[config.mk]
export PLATFORM = sky130hd
export DESIGN_NAME = uart_pretx
export DESIGN_NICKNAME = d
export VERILOG_FILES = /design/src/rtl/tx_pkg.sv /design/src/rtl/tx_holdreg.sv /design/src/rtl/tx_bitshift.sv /design/src/rtl/tx_statflags.sv /design/src/rtl/uart_pretx.sv
export SDC_FILE = /design/constraint.sdc
export NUM_CORES = 1
export LEC_CHECK = 0
export ABC_AREA = 1
export BUFFER_PORTS_ARGS = -buffer_cell sky130_fd_sc_hd__buf_2
export CAP_MARGIN = 20
export CORE_MARGIN = 1
export CORE_UTILIZATION = 40
export DETAILED_ROUTE_END_ITERATION = 7
export GPL_TIMING_DRIVEN = 0
export HOLD_SLACK_MARGIN = 0.05
export SLEW_MARGIN = 15
export SYNTH_ARGS = -nofsm -noshare
export SYNTH_HDL_FRONTEND = slang
export SYNTH_SLANG_ARGS = --single-unit
[constraint.sdc]
create_clock -name clk -period 2.8 [get_ports clk]
set_input_delay 0.7 -clock clk [delete_from_list [all_inputs] [get_ports clk]]
set_output_delay 0.7 -clock clk [all_outputs]
set_load 0.02 [all_outputs]
[src/rtl/tx_pkg.sv]
package tx_pkg;

  typedef enum logic [1:0] {
    LD_NONE = 2'd0,
    LD_PRE  = 2'd1,
    LD_BRK  = 2'd2,
    LD_DAT  = 2'd3
  } ld_kind_t;

  function automatic int unsigned char_bits(input logic m9, input int unsigned dw);
    return (m9 ? dw : dw - 1) + 2;
  endfunction

endpackage

[src/rtl/tx_holdreg.sv]
module tx_holdreg #(
  parameter int DW = 9
) (
  input  logic          clk,
  input  logic          rst_n,
  input  logic          wr,
  input  logic [DW-1:0] wdata,
  input  logic          take,
  output logic          full,
  output logic [DW-1:0] data
);

  logic          full_q, full_n;
  logic [DW-1:0] data_q, data_n;

  always_comb begin
    full_n = full_q;
    data_n = data_q;
    if (take) full_n = 1'b0;
    if (wr) begin
      full_n = 1'b1;
      data_n = wdata;
    end
  end

  always_ff @(posedge clk or negedge rst_n) begin
    if (!rst_n) begin
      full_q <= 1'b0;
      data_q <= '0;
    end else begin
      full_q <= full_n;
      if (wr) data_q <= data_n;
    end
  end

  assign full = full_q;
  assign data = data_q;

endmodule

[src/rtl/tx_bitshift.sv]
module tx_bitshift #(
  parameter int FW  = 12,
  parameter int OVS = 16
) (
  input  logic                       clk,
  input  logic                       rst_n,
  input  logic                       kill,
  input  logic                       tick,
  input  logic                       load,
  input  logic [FW-1:0]              ld_bits,
  input  logic [$clog2(FW+1)-1:0]    ld_len,
  output logic                       busy,
  output logic                       fin,
  output logic                       txd
);

  localparam int LW = $clog2(FW + 1);
  localparam int TW = $clog2(OVS);
  localparam logic [TW-1:0] TLAST = TW'(OVS - 1);

  logic          busy_q, busy_n;
  logic [FW-1:0] sh_q, sh_n;
  logic [LW-1:0] left_q, left_n;
  logic [TW-1:0] tcnt_q, tcnt_n;
  logic          tcnt_en;

  always_comb begin
    busy_n  = busy_q;
    sh_n    = sh_q;
    left_n  = left_q;
    tcnt_n  = tcnt_q;
    tcnt_en = 1'b0;
    fin     = 1'b0;
    if (kill) begin
      busy_n = 1'b0;
      fin    = busy_q;
    end else if (load && !busy_q) begin
      busy_n  = 1'b1;
      sh_n    = ld_bits;
      left_n  = ld_len;
      tcnt_n  = '0;
      tcnt_en = 1'b1;
    end else if (busy_q && tick) begin
      tcnt_en = 1'b1;
      if (tcnt_q == TLAST) begin
        tcnt_n = '0;
        sh_n   = {1'b1, sh_q[FW-1:1]};
        left_n = left_q - LW'(1);
        if (left_q == LW'(1)) begin
          busy_n = 1'b0;
          fin    = 1'b1;
        end
      end else begin
        tcnt_n = tcnt_q + TW'(1);
      end
    end
  end

  always_ff @(posedge clk or negedge rst_n) begin
    if (!rst_n) begin
      busy_q <= 1'b0;
      sh_q   <= '1;
      left_q <= '0;
      tcnt_q <= '0;
    end else begin
      busy_q <= busy_n;
      sh_q   <= sh_n;
      left_q <= left_n;
      if (tcnt_en) tcnt_q <= tcnt_n;
    end
  end

  assign busy = busy_q;
  assign txd  = busy_q ? sh_q[0] : 1'b1;

endmodule

[src/rtl/tx_statflags.sv]
module tx_statflags (
  input  logic clk,
  input  logic rst_n,
  input  logic arm,
  input  logic load_any,
  input  logic load_dat,
  input  logic fin,
  input  logic pend_any,
  input  logic clr_tde,
  input  logic clr_tc,
  output logic tde,
  output logic tc
);

  logic tde_q, tde_n;
  logic tc_q, tc_n;

  always_comb begin
    tde_n = tde_q;
    if (clr_tde)  tde_n = 1'b0;
    if (load_dat) tde_n = 1'b1;

    tc_n = tc_q;
    if (clr_tc) tc_n = 1'b0;
    if (fin && tde_n && !pend_any) tc_n = 1'b1;
    if (load_any || arm) tc_n = 1'b0;
  end

  always_ff @(posedge clk or negedge rst_n) begin
    if (!rst_n) begin
      tde_q <= 1'b1;
      tc_q  <= 1'b1;
    end else begin
      tde_q <= tde_n;
      tc_q  <= tc_n;
    end
  end

  assign tde = tde_q;
  assign tc  = tc_q;

endmodule

[src/rtl/uart_pretx.sv]
module uart_pretx #(
  parameter int DW  = 9,
  parameter int OVS = 16
) (
  input  logic          clk,
  input  logic          rst_n,
  input  logic          baud_tick,
  input  logic          mode9,
  input  logic          mod_off,
  input  logic          brk_req,
  input  logic          wr_en,
  input  logic [DW-1:0] wr_data,
  input  logic          clr_tde,
  input  logic          clr_tc,
  output logic          txd,
  output logic          tde_flag,
  output logic          tc_flag
);

  import tx_pkg::*;

  localparam int FW = DW + 3;
  localparam int LW = $clog2(FW + 1);

  // reset: asserted asynchronously, released on a clock edge
  logic [1:0] rsync_q;
  logic       rst_q;

  always_ff @(posedge clk or negedge rst_n) begin
    if (!rst_n) rsync_q <= 2'b00;
    else        rsync_q <= {rsync_q[0], 1'b1};
  end
  assign rst_q = rsync_q[1];

  // sequencing state
  logic     off_q;
  logic     pre_q, pre_n;
  logic     brk_q, brk_n;
  logic     en_rise, brk_acc, arm;
  logic     busy, fin, full, can_load;
  logic     ld_pre, ld_brk, ld_dat, ld_any;
  ld_kind_t ld_kind;
  logic [DW-1:0] hold_data;
  logic [FW-1:0] ld_bits, dext;
  logic [LW-1:0] ld_len, n_char;

  assign en_rise  = off_q && !mod_off;
  assign brk_acc  = brk_req && !mod_off;
  assign arm      = en_rise || brk_acc || wr_en;
  assign can_load = !busy && !mod_off;

  always_comb begin
    ld_kind = LD_NONE;
    if (can_load) begin
      if (pre_q)      ld_kind = LD_PRE;
      else if (brk_q) ld_kind = LD_BRK;
      else if (full)  ld_kind = LD_DAT;
    end
  end

  assign ld_pre = (ld_kind == LD_PRE);
  assign ld_brk = (ld_kind == LD_BRK);
  assign ld_dat = (ld_kind == LD_DAT);
  assign ld_any = (ld_kind != LD_NONE);

  always_comb begin
    pre_n = pre_q;
    brk_n = brk_q;
    if (ld_pre)  pre_n = 1'b0;
    if (ld_brk)  brk_n = 1'b0;
    if (en_rise) pre_n = 1'b1;
    if (brk_acc) brk_n = 1'b1;
    if (mod_off) begin
      pre_n = 1'b0;
      brk_n = 1'b0;
    end
  end

  always_ff @(posedge clk or negedge rst_q) begin
    if (!rst_q) begin
      off_q <= 1'b1;
      pre_q <= 1'b0;
      brk_q <= 1'b0;
    end else begin
      off_q <= mod_off;
      pre_q <= pre_n;
      brk_q <= brk_n;
    end
  end

  // character image for the shift stage
  assign n_char = LW'(char_bits(mode9, DW));
  assign dext   = {{(FW - DW){1'b0}}, hold_data};

  always_comb begin
    ld_bits = '1;
    for (int i = 0; i < FW; i++) begin
      if (ld_brk) begin
        ld_bits[i] = (i >= int'(n_char));
      end else if (ld_dat) begin
        if (i == 0)                    ld_bits[i] = 1'b0;
        else if (i < int'(n_char) - 1) ld_bits[i] = dext[i-1];
      end
    end
    ld_len = ld_brk ? n_char + LW'(1) : n_char;
  end

  tx_holdreg #(.DW(DW)) u_hold (
    .clk   (clk),
    .rst_n (rst_q),
    .wr    (wr_en),
    .wdata (wr_data),
    .take  (ld_dat),
    .full  (full),
    .data  (hold_data)
  );

  tx_bitshift #(.FW(FW), .OVS(OVS)) u_shift (
    .clk     (clk),
    .rst_n   (rst_q),
    .kill    (mod_off),
    .tick    (baud_tick),
    .load    (ld_any),
    .ld_bits (ld_bits),
    .ld_len  (ld_len),
    .busy    (busy),
    .fin     (fin),
    .txd     (txd)
  );

  tx_statflags u_flags (
    .clk      (clk),
    .rst_n    (rst_q),
    .arm      (arm),
    .load_any (ld_any),
    .load_dat (ld_dat),
    .fin      (fin),
    .pend_any (pre_q || brk_q || full),
    .clr_tde  (clr_tde),
    .clr_tc   (clr_tc),
    .tde      (tde_flag),
    .tc       (tc_flag)
  );

endmodule

==> reports/metrics.yaml <==
status: "finished, violations left"
violations: "DRC"
drive_gt1_share_pct: 26.2
crit_type: "reg2out"
fin_util_pct: 48.6
routabilityCongestion: 0.739
syn_avg_cell_area_sq_um: 8.30
reg2reg_slack_ns: 1.34
worst_setup_path_start_kind: "flip-flop"
ys.flop_type: "dfrtp_1"
rows: 24
min_period_ns: 2.03
antenna_found_initial: 0
route.detailed.drc: 3
yosysSeqAreaShare_pct: 50.1
cts_root_buffer: "clkbuf_8"
port_buffers: 20
worstReg2RegStart: "u_shift.tcnt_q[0]"
cts_buffers: 5
grt_overflow: 0
synth-compound-area-share_pct: 5.12
skew_ns: 0.00634
yosys_register_bits: 37
reg2reg_to: "u_shift.sh_q[8]"
cts_hold_buf: 0
yosys_warnings: 0
yosys.area_share.simple_pct: 34.6
wirelength_um: 3700
post-place-ws_ns: 0.920
tritoncts: "built"
yosysTopAreaCell: "dfrtp_1"
grt_usage_pct: 16.7
grt_pass1_wl_um: 6430
crit_path_end_kind: "primary output"
clock_latency_ns: 0.28
clkTransAtPathRegs_ns: 0.07
synthMuxAreaShare_pct: 0
drt_first_iter_violations: 88
min_path_type: "reg2async"
fmax_mhz: 492
fillers: 464
synthTopCellsByCount: "nand2_1, nand3_1, dfrtp_1"
ioPinCount: 21
antenna_cells: 0
htree_levels: 2
async_reset_ff_share_pct: 100
grt_max_degree: 22
start_util_pct: 42.4
hold_viol: 0
syn_area_sq_um: 1880
die_w_um: 70.6
yosysTopAreaCellShare_pct: 30.6
setup_tns_ns: 0
finalSetupViolCount: 0
num_vias: 1515
route.detailed.wl_per_inst_um: 12.0
synthDistinctLibCells: 28
dieArea_sq_um: 4990
crit_fanout: 7
layout.nets: 278
cp.arrival_ns: 1.33
timing.final.ws_setup_ns: 0.767
seq_area_sq_um: 945
clkSinkCount: 37
ant_nets: 0
synth_xor_area_share_pct: 0
crit_required_ns: 2.10
syn2layout_area_growth_pct: 14.7
peakVddDrop_mv: 0.341
slew_violations: 0
leakagePower_nw: 1.08
core_sq_um: 4440
clockBufferDepth: 2
synth-edff-count: 0
worst_hold_slack_ns: 0.182
post_cts_resized: 0
startpoint: "u_shift.busy"
synth_fp_nets: 250
p_per_area_nw_per_um2: 713
first_pass_iters: 6
synth_area_leaders: "dfrtp_1, dfstp_2, nand2_1, nand3_1, ha_1"
die_h_um: 70.6
synth_fa_ha_area_share_pct: 3.32
endpoint: "txd"
syn_inst: 227
yosysMostFrequentCell: "nand2_1"
first_global_vias: 1474
dp_hpwl_um: 2660
cap_violations: 0
rsz0062_at_grt: "false"
synth_top_family_by_area: "simple AND/OR/NAND/NOR gates"
vias_per_cell: 4.92
fin_crit_sh_pct: 72.6
cts_setup_buffers: 0
r2r.worst_path.cells: 7
multi_input_area_sq_um: 815
-- power by group --
part	internal [W]	total, W	leakage [nW]	switching, W
clock network	0.000173	0.000359	0.0450	0.000187
logic	0.000169	0.000401	0.613	0.000232
registers	0.000703	0.000779	0.424	0.0000760
total	0.00104	0.00154	1.08	0.000495
-- registers in the layout, indices dropped and copies added, names as in the netlist --
| signal | cells |
|---|---|
| u_flags.tc | 1 |
| rsync_q | 2 |
| brk_q | 1 |
| u_flags.tde | 1 |
| off_q | 1 |
| u_shift.left_q | 4 |
| u_shift.sh_q | 11 |
| u_hold.full | 1 |
| u_hold.data | 9 |
| pre_q | 1 |
| u_shift.tcnt_q | 4 |
| u_shift.busy | 1 |
-- stage by stage --
stage,cells,total power [W],instance area [sq um]
floorplan,227,0.00109,1880
global placement,299,0.00117,2050
detailed placement,300,0.00119,2080
CTS,308,0.00156,2160
global route,308,0.00166,2160
finish,308,0.00154,2160
-- worst min path at each step --
stage / startpoint / endpoint / slack [ns] / cells past startpoint
after global placement: rsync_q[0] / rsync_q[1] / 0.33 / 0
after global routing: rst_n / rsync_q[1] / 0.17 / 1
final: rsync_q[1] / u_hold.data[0] / 0.18 / 0
after detailed placement: rsync_q[1] / u_hold.data[0] / 0.19 / 0
after floorplan: rsync_q[0] / rsync_q[1] / 0.33 / 0
after CTS: rst_n / rsync_q[1] / 0.17 / 1
-- cell type report --
type	instances	share of cell area (%)
plain buffers	7	2.84
flip-flops and latches	37	43.7
clock buffers	6	3.36
inverters	17	2.95
clock inverters	2	0.463
well taps	52	3.01
multi-input cells	166	37.7
repair buffers	21	5.91
-- layer usage --
metal	up-vias	share of wire (%)	GRT usage [%]
met5	-	0	0
met4	0	0.70	6.00
met3	2	3.6	3.99
met2	29	45	28.2
met1	703	50	21.0
li1	781	-	-
-- worst max-delay path, cell delays in order, from the launching register on --
cell and delay, ns:
dfrtp_1 0.49, inv_2 0.12, or2_2 0.28, buf_2 0.16
-- cells in the final DEF, fill, tap and decap left out, drive strengths merged, types with 2 or more instances in the layout --
| cell | instances |
|---|---|
| inv | 16 |
| nand4 | 4 |
| dfstp | 14 |
| nand3 | 33 |
| or2 | 2 |
| ha | 5 |
| clkbuf | 7 |
| dfrtp | 23 |
| clkinv | 3 |
| nor2 | 11 |
| o21ai | 8 |
| buf | 27 |
| nand2 | 92 |
| a21oi | 6 |
-- cell families after synthesis --
logic type,Yosys count
DFF,37
and+or+nand+nor,143
buffers and inverters,24
adders and majority gates,5
AOI/OAI and AO/OA,17
other,1
No activity file was read; power rests on OpenSTA's default activity.
